===== src/rtl/regport_pkg.sv =====
// Package: shared encodings for the indirect register access port.
// Assumes host select and opcode widths fixed by the host-visible map.
package regport_pkg;

    localparam int CTRL_W    = 12;
    localparam int REG_CTRL  = 0;
    localparam int REG_TBLEN = 1;

    typedef enum logic [1:0] {
        SEL_PTR   = 2'd0,
        SEL_DATA  = 2'd1,
        SEL_CMD   = 2'd2,
        SEL_NONE  = 2'd3
    } host_sel_e;

    typedef enum logic [2:0] {
        OP_IDLE   = 3'd0,
        OP_EQU    = 3'd1,
        OP_DECODE = 3'd2,
        OP_TRACE  = 3'd3,
        OP_RESET  = 3'd7
    } opcode_e;

    typedef struct packed {
        logic       bmsel;
        logic [1:0] outmode;
        logic [2:0] rate;
        logic [2:0] klen;
        logic [2:0] taps;
    } ctrl_word_t;

    // True for opcodes that launch an engine operation.
    function automatic logic is_launch(input logic [2:0] op);
        return (op == OP_EQU) || (op == OP_DECODE) || (op == OP_TRACE);
    endfunction

endpackage


===== src/rtl/rp_addr_ptr.sv =====
// Module: rp_addr_ptr
// Holds the index used by data-window accesses. A host load sets the index,
// each data access advances it by one with natural wrap, and clr zeroes it.
// Assumes load and step never arrive in the same cycle (distinct selects).
module rp_addr_ptr #(
    parameter int ADDR_W = 4
) (
    input  logic              clk,
    input  logic              rst_n,
    input  logic              clr,
    input  logic              load,
    input  logic [ADDR_W-1:0] load_val,
    input  logic              step,
    output logic [ADDR_W-1:0] ptr
);

    localparam logic [ADDR_W-1:0] PTR_MAX = '1;

    // Pointer register: reset/clear, host load, or post-increment.
    always_ff @(posedge clk) begin
        if (!rst_n || clr) begin
            ptr <= '0;
        end else if (load) begin
            ptr <= load_val;
        end else if (step) begin
            ptr <= ptr + 1'b1;
        end
    end

    // a data access advances the pointer by one
    a_r4_post_step : assert property (@(posedge clk) disable iff (!rst_n)
        (step && !load && !clr) |=> (ptr == $past(ptr) + 1'b1));

    // stepping from the top index lands on zero
    a_r6_wrap_zero : assert property (@(posedge clk) disable iff (!rst_n)
        (step && !load && !clr && ptr == PTR_MAX) |=> (ptr == '0));

endmodule


===== src/rtl/rp_reg_file.sv =====
// Module: rp_reg_file
// Internal register file behind the data window: index 0 is the
// configuration word, index 1 the traceback length; other indices are
// unmapped, read zero and drop writes. Read data is combinational.
module rp_reg_file #(
    parameter int DATA_W = 16,
    parameter int ADDR_W = 4,
    parameter int TB_W   = 8
) (
    input  logic                       clk,
    input  logic                       rst_n,
    input  logic                       clr,
    input  logic [ADDR_W-1:0]          addr,
    input  logic                       wr,
    input  logic [DATA_W-1:0]          wdata,
    output logic [DATA_W-1:0]          rdata,
    output logic [regport_pkg::CTRL_W-1:0] ctrl,
    output logic [TB_W-1:0]            tblen
);
    import regport_pkg::*;

    localparam logic [ADDR_W-1:0] IDX_CTRL  = ADDR_W'(REG_CTRL);
    localparam logic [ADDR_W-1:0] IDX_TBLEN = ADDR_W'(REG_TBLEN);

    logic hit_ctrl;
    logic hit_tblen;

    // Index decode for the two mapped registers.
    always_comb begin
        hit_ctrl  = (addr == IDX_CTRL);
        hit_tblen = (addr == IDX_TBLEN);
    end

    // Configuration word storage.
    always_ff @(posedge clk) begin
        if (!rst_n || clr) begin
            ctrl <= '0;
        end else if (wr && hit_ctrl) begin
            ctrl <= wdata[CTRL_W-1:0];
        end
    end

    // Traceback length storage.
    always_ff @(posedge clk) begin
        if (!rst_n || clr) begin
            tblen <= '0;
        end else if (wr && hit_tblen) begin
            tblen <= wdata[TB_W-1:0];
        end
    end

    // Read mux; unmapped indices return zero.
    always_comb begin
        rdata = '0;
        if (hit_ctrl) begin
            rdata[CTRL_W-1:0] = ctrl;
        end else if (hit_tblen) begin
            rdata[TB_W-1:0] = tblen;
        end
    end

    // writes to unmapped indices leave both registers untouched
    a_r5_unmapped_write : assert property (@(posedge clk) disable iff (!rst_n)
        (wr && !clr && !hit_ctrl && !hit_tblen) |=> ($stable(ctrl) && $stable(tblen)));

endmodule


===== src/rtl/rp_cmd_unit.sv =====
// Module: rp_cmd_unit
// Decodes command-register writes. Launch opcodes pulse the engine start
// when idle, or set a sticky error when busy; the reset opcode clears the
// block (clr_all is combinational so siblings clear on the same edge).
// Assumes engine_done is a single-cycle pulse from the engine.
module rp_cmd_unit (
    input  logic       clk,
    input  logic       rst_n,
    input  logic       wr,
    input  logic [2:0] opcode,
    input  logic       done,
    output logic       clr_all,
    output logic       start,
    output logic [2:0] op,
    output logic       busy,
    output logic       err
);
    import regport_pkg::*;

    logic launch_req;
    logic accept;

    // Request classification for the current command write.
    always_comb begin
        clr_all    = wr && (opcode == OP_RESET);
        launch_req = wr && is_launch(opcode);
        accept     = launch_req && !busy;
    end

    // Start pulse and opcode latch.
    always_ff @(posedge clk) begin
        if (!rst_n) begin
            start <= 1'b0;
            op    <= OP_IDLE;
        end else if (clr_all) begin
            start <= 1'b1;
            op    <= OP_RESET;
        end else begin
            start <= accept;
            if (accept) begin
                op <= opcode;
            end
        end
    end

    // Busy tracking: set on accepted launch, cleared by engine completion.
    always_ff @(posedge clk) begin
        if (!rst_n || clr_all) begin
            busy <= 1'b0;
        end else if (accept) begin
            busy <= 1'b1;
        end else if (done) begin
            busy <= 1'b0;
        end
    end

    // Sticky rejection flag.
    always_ff @(posedge clk) begin
        if (!rst_n || clr_all) begin
            err <= 1'b0;
        end else if (launch_req && busy) begin
            err <= 1'b1;
        end
    end

    // a launch pulse always comes with busy asserted
    a_r7_busy_with_start : assert property (@(posedge clk) disable iff (!rst_n)
        (start && op != OP_RESET) |-> busy);

    // a launch while busy yields no pulse and a raised error
    a_r8_reject_busy : assert property (@(posedge clk) disable iff (!rst_n)
        (launch_req && busy && !clr_all) |=> (!start && err));

    // the reset pulse leaves the block idle and error-free
    a_r9_reset_idle : assert property (@(posedge clk) disable iff (!rst_n)
        (start && op == OP_RESET) |-> (!busy && !err));

    // unknown opcodes never launch
    a_r10_unknown_quiet : assert property (@(posedge clk) disable iff (!rst_n)
        (wr && !is_launch(opcode) && opcode != OP_RESET) |=> !start);

endmodule


===== src/rtl/coproc_regport.sv =====
// Module: coproc_regport
// Top of the indirect register access port: a pointer register, a data
// window and a command register seen by the host, in front of an internal
// register file and a command decoder for the decoding engine.
// Assumes at most one host access per cycle; host_rdata is combinational.
module coproc_regport #(
    parameter int DATA_W = 16,
    parameter int ADDR_W = 4,
    parameter int TB_W   = 8
) (
    input  logic              clk,
    input  logic              rst_n,
    input  logic [1:0]        host_sel,
    input  logic              host_wr,
    input  logic              host_rd,
    input  logic [DATA_W-1:0] host_wdata,
    output logic [DATA_W-1:0] host_rdata,
    input  logic              engine_done,
    output logic              cmd_start,
    output logic [2:0]        cmd_op,
    output logic              busy,
    output logic              err_flag,
    output logic [2:0]        cfg_taps,
    output logic [2:0]        cfg_klen,
    output logic [2:0]        cfg_rate,
    output logic [1:0]        cfg_outmode,
    output logic              cfg_bmsel,
    output logic [TB_W-1:0]   cfg_tblen
);
    import regport_pkg::*;

    logic              sel_ptr, sel_data, sel_cmd;
    logic              ptr_load, data_step, data_wr, cmd_wr;
    logic              clr_all;
    logic [ADDR_W-1:0] ptr;
    logic [DATA_W-1:0] rf_rdata;
    logic [CTRL_W-1:0] ctrl_bits;
    ctrl_word_t        ctrl_f;

    // Host select decode and access qualification.
    always_comb begin
        sel_ptr   = (host_sel == SEL_PTR);
        sel_data  = (host_sel == SEL_DATA);
        sel_cmd   = (host_sel == SEL_CMD);
        ptr_load  = sel_ptr && host_wr;
        data_wr   = sel_data && host_wr;
        data_step = sel_data && (host_wr || host_rd);
        cmd_wr    = sel_cmd && host_wr;
    end

    rp_addr_ptr #(.ADDR_W(ADDR_W)) u_ptr (
        .clk      (clk),
        .rst_n    (rst_n),
        .clr      (clr_all),
        .load     (ptr_load),
        .load_val (host_wdata[ADDR_W-1:0]),
        .step     (data_step),
        .ptr      (ptr)
    );

    rp_reg_file #(.DATA_W(DATA_W), .ADDR_W(ADDR_W), .TB_W(TB_W)) u_regs (
        .clk   (clk),
        .rst_n (rst_n),
        .clr   (clr_all),
        .addr  (ptr),
        .wr    (data_wr),
        .wdata (host_wdata),
        .rdata (rf_rdata),
        .ctrl  (ctrl_bits),
        .tblen (cfg_tblen)
    );

    rp_cmd_unit u_cmd (
        .clk     (clk),
        .rst_n   (rst_n),
        .wr      (cmd_wr),
        .opcode  (host_wdata[2:0]),
        .done    (engine_done),
        .clr_all (clr_all),
        .start   (cmd_start),
        .op      (cmd_op),
        .busy    (busy),
        .err     (err_flag)
    );

    // Configuration field breakout.
    always_comb begin
        ctrl_f      = ctrl_word_t'(ctrl_bits);
        cfg_taps    = ctrl_f.taps;
        cfg_klen    = ctrl_f.klen;
        cfg_rate    = ctrl_f.rate;
        cfg_outmode = ctrl_f.outmode;
        cfg_bmsel   = ctrl_f.bmsel;
    end

    // Host read mux across the three visible registers.
    always_comb begin
        host_rdata = '0;
        case (host_sel)
            SEL_PTR:  host_rdata[ADDR_W-1:0] = ptr;
            SEL_DATA: host_rdata = rf_rdata;
            SEL_CMD:  host_rdata[1:0] = {err_flag, busy};
            default:  host_rdata = '0;
        endcase
    end

    // the reset pulse coincides with cleared configuration and pointer
    a_r9_reset_clears : assert property (@(posedge clk) disable iff (!rst_n)
        (cmd_start && cmd_op == OP_RESET) |-> (ctrl_bits == '0 && cfg_tblen == '0 && ptr == '0));

    // a window write to index 0 is visible in the configuration word next cycle
    a_r3_ctrl_write : assert property (@(posedge clk) disable iff (!rst_n)
        (data_wr && ptr == '0) |=> (ctrl_bits == $past(host_wdata[CTRL_W-1:0])));

endmodule


===== config.mk =====
export PLATFORM = sky130hd
export DESIGN_NAME = coproc_regport
export DESIGN_NICKNAME = d
export VERILOG_FILES = /design/src/rtl/regport_pkg.sv /design/src/rtl/rp_addr_ptr.sv /design/src/rtl/rp_reg_file.sv /design/src/rtl/rp_cmd_unit.sv /design/src/rtl/coproc_regport.sv
export SDC_FILE = /design/constraint.sdc
export NUM_CORES = 1
export LEC_CHECK = 0
export BUFFER_PORTS_ARGS = -buffer_cell sky130_fd_sc_hd__buf_2
export CAP_MARGIN = 20
export CORE_ASPECT_RATIO = 1.75
export CORE_UTILIZATION = 51
export CTS_CLUSTER_SIZE = 30
export DETAILED_ROUTE_END_ITERATION = 8
export PLACE_DENSITY = 0.95
export SLEW_MARGIN = 20
export SYNTH_ARGS = -nofsm -noshare
export SYNTH_HDL_FRONTEND = slang
export SYNTH_SLANG_ARGS = --single-unit

===== constraint.sdc =====
create_clock -name clk -period 3.22 [get_ports clk]
set_input_delay 0.483 -clock clk [delete_from_list [all_inputs] [get_ports clk]]
set_output_delay 0.483 -clock clk [all_outputs]
set_load 0.05 [all_outputs]

==> results.md <==
Run status:
- The run finished, with violations left.
- The checks that failed: design-rule violations.

Power:
- The clock network is responsible for 40.6% of the overall power.
- The portion of total power attributed to sequential cells is 43.1%.
- The internal power is 0.6560 mW.
- The maximum VDD drop is between 0.4 and 0.5 mV.
- The power per cell area is a little under 500 nW/um^2.
- Net switching is approximately 28% of the power.
- The leakage power of the design is 0.8376 nW.
- The combinational share of power is 16.3%.
- For this design the total switching power over the nets is between 0.2 and 0.3 mW.

Detailed routing:
- For this block, the routed nets add up to 3.598 mm of wire.
- The detailed router finished its first iteration with 45 violations.
- In the final routed layout, each cell accounts on average for ~14 um.
- After detailed routing, the number of remaining DRC violations is 6.
- The total via count in the routed design is ~1400.
- The number of nets with antenna violations after detailed routing is 0.
- The via density per instance is about 5.6.
- The first-pass iteration count of the detailed router is 7.

Final layout:
- Of the cells placed in the final design, the portion with a size suffix greater than 1 is 34.20%.
- The repair_antennas step left the layout with diodes totalling 0.
- The net count of the finished layout is 256.
- The growth of design area from synthesis to finish is 23.18%.

CTS:
- The number of setup buffers added after CTS is 0.
- The clock tree buffer depth is 2.
- The number of clock buffers added by TritonCTS is 5.
- The H-tree level count is 2.
- The number of clock sinks is 30.
- The number of gates resized after CTS was 0.
- For the worst-skew pair, the clock arrives at the later sink with an insertion delay of 280 ps.
- In this run the clock root is driven by a clkbuf_8.
- TritonCTS built the clock tree.
- In this run, post-CTS hold repair placed 0 buffers.
- After clock tree synthesis, the clock-pin slew on the worst setup and hold paths is 60 ps.

Logic synthesis:
- The synthesized netlist cell count is 175.
- The most frequently used cell type in the post-synthesis netlist is dfxtp_1.
- The mean cell area of the mapped netlist is between 8 and 9 um^2.
- After synthesis, the share of flip-flops with an asynchronous set or reset is 0%.
- The number of synthesized register bits is 30.
- The synthesized netlist contains 39 unique library cells.
- The sequential cell area fraction in the yosys report is 39.18%.
- In this run, synthesis inferred 0 flip-flops with an integrated enable.
- The number of warnings printed during yosys synthesis is 0.
- The area fraction of the dominant cell type after synthesis is 39.18%.
- The synthesized area is 1533 um^2.
- The most used flip-flop cell after synthesis is dfxtp_1.
- The post-synthesis cell type with the largest combined area is dfxtp_1.
- Yosys attributes the largest share of cell area to dfxtp_1 39%, mux2i_1 7.2%, nand2_1 7.1%.
- Counting instances in the post-synthesis netlist gives the leading cell types as 30 x dfxtp_1, 29 x nand2_1, 22 x nor2_1.

Setup path:
- The category of cells accounting for the largest share of critical-path delay is simple AND/OR/NAND/NOR gates.
- The type of element capturing the critical path is an output port.
- The number of buffer and inverter stages on the critical path is 2.
- The worst setup path is of the flop to output port kind.
- Tracing the worst setup path back leads to its startpoint at u_ptr.ptr[0].
- Data on the critical path is required at its endpoint by 2740 ps.
- STA classifies the critical path startpoint as a flop.
- The stage delay of the slowest cell on the critical path is 450 ps.
- The worst endpoint data arrival time is between 2000 and 2500 ps.
- The signal on the critical path passes through inv_1, ha_1, nor4b_4, nor2b_1, a22oi_1, o21ai_0, buf_2.
- In this run the critical register-to-register path is launched from u_ptr.ptr[0].
- The largest fanout on the critical path is 7.
- The cell with the largest stage delay on the worst path is dfxtp_1.

Global routing:
- The via count of the first global-routing pass is 1344.
- The largest net degree at the start of global routing is 27.
- The total overflow reported by the global router is 0.
- The total global routing track utilization is a little under a quarter.
- The initial antenna violation count is 0.
- The first global-routing pass estimated roughly 5.8 mm of wire.

Timing:
- The number of failing setup endpoints in the final timing report is 0.
- The post-route minimum period is 2682 ps.
- Setup repair after global routing left no endpoint under its margin.
- The clock tree skew after final layout is 2.792 ps.
- In the post-route analysis, the smallest setup slack over all paths is 538.4 ps.
- For the pin with the worst max-slew slack, the measured transition is 1030 ps.
- The upper clock frequency limit is approximately 0.37 GHz.
- The share of the clock period used by the worst path after layout is a little over four fifths.
- The final-layout setup total negative slack is 0 ps.
- The final number of max-transition violations is 0.
- In this run the tightest slew margin relative to its limit is 31.14%.
- The tightest hold path in the finished design has a slack of 440.7 ps.
- The hold violation total from the final report came to 0.

Placement:
- Before CTS, the worst setup slack after placement is 841.4 ps.
- During placement, the flow inserted port buffers numbering 56.
- After legalization and detailed placement, the total HPWL measured about 2.6 mm.
- The routability congestion estimate is 0.9053.

Die:
- The die boundary width is 43.44 um.
- The number of standard-cell rows in the floorplan is 26.
- The die height is 74.52 um.
- 65 I/O pins were placed.
- The die area is around 3200 um^2.
- The floorplan step defined a core boundary enclosing slightly below 3000 um^2.
- The starting density of the core is 52.94%.

Run:
- Across the run, the number of max-cap violations was 0.

Hold path:
- The startpoint of the worst hold path is host_wdata[8].
- The path class of the lowest-slack min-delay path is primary input to flop.
## registers in the layout, indices dropped and copies added (netlist names)
signal        cells
u_cmd.op          3
u_cmd.start       1
u_regs.tblen      8
u_cmd.err         1
u_cmd.busy        1
u_regs.ctrl      12
u_ptr.ptr         4
## power groups by stage
| stage | Clock, mW | Combinational (mW) | Sequential, mW |
|---|---|---|---|
| after floorplan | 0 | 0.0888 | 0.424 |
| after global placement | 0 | 0.144 | 0.399 |
| after detailed placement | 0 | 0.147 | 0.399 |
| after CTS | 0.371 | 0.148 | 0.391 |
| after global routing | 0.387 | 0.159 | 0.393 |
| final | 0.369 | 0.148 | 0.392 |
## worst paths after layout
kind                     to  slack (ps)  cells after the start
max           host_rdata[0]         540                      7
min reg2reg  u_regs.ctrl[9]         470                      2
min          u_regs.ctrl[8]         440                      3
max reg2reg  u_regs.ctrl[6]        1350                      6
## layer usage
| metal | global-route usage [%] | wire length, um |
|---|---|---|
| met1 | 24.85 | 1407 |
| met2 | 42.09 | 1920 |
| met3 | 7.767 | 167 |
| met4 | 12.85 | 103 |
| met5 | 0 | 0 |
## worst min-delay path: stages
cell and delay (ps):
buf_2 100, nand2_1 40, a21oi_1 50
## cell type report
| type | count | area (um^2) |
|---|---|---|
| Tap cell | 28 | 35.03 |
| Fill cell | 253 | 1007 |
| Clock buffer | 7 | 76.32 |
| Timing Repair Buffer | 56 | 280.3 |
| Inverter | 3 | 11.26 |
| Multi-Input combinational cell | 134 | 854.6 |
| Clock inverter | 1 | 30.03 |
| Sequential cell | 30 | 600.6 |
## logic make-up (layout without fill, tap and decap cells)
kind of cell | count (synthesis) | count (layout) | synth area share, %
mux | 12 | 12 | 7.919
flops | 30 | 30 | 39.18
compound gates | 38 | 38 | 18.04
simple gates | 77 | 77 | 26.37
buf+inv | 14 | 67 | 5.796
fa+ha+maj | 3 | 3 | 2.449
other cells | 1 | 4 | 0.2447
## cells in the final DEF (no fill, tap or decap), drive strengths merged, types with 4 or more instances in the layout
master | Yosys | routed
buf | 11 | 56
mux2i | 11 | 11
nor2 | 22 | 22
clkbuf | 0 | 7
and2 | 6 | 6
nand2 | 30 | 30
a211oi | 4 | 4
a21oi | 17 | 17
conb | 1 | 4
a22oi | 8 | 8
dfxtp | 30 | 30
## metrics by stage
| stage | std cells | util (%) | cell area [um^2] | power, mW |
|---|---|---|---|---|
| 5_1_grt | 259 | 65.21 | 1888 | 0.9395 |
| 6_report | 259 | 65.21 | 1888 | 0.9081 |
| 2_1_floorplan | 178 | - | 1544 | 0.5126 |
| 3_3_place_gp | 251 | 61.54 | 1782 | 0.5433 |
| 3_5_place_dp | 251 | 61.54 | 1782 | 0.5464 |
| 4_1_cts | 259 | 65.21 | 1888 | 0.9109 |
Note: power is estimated with default switching activity, not from simulation.
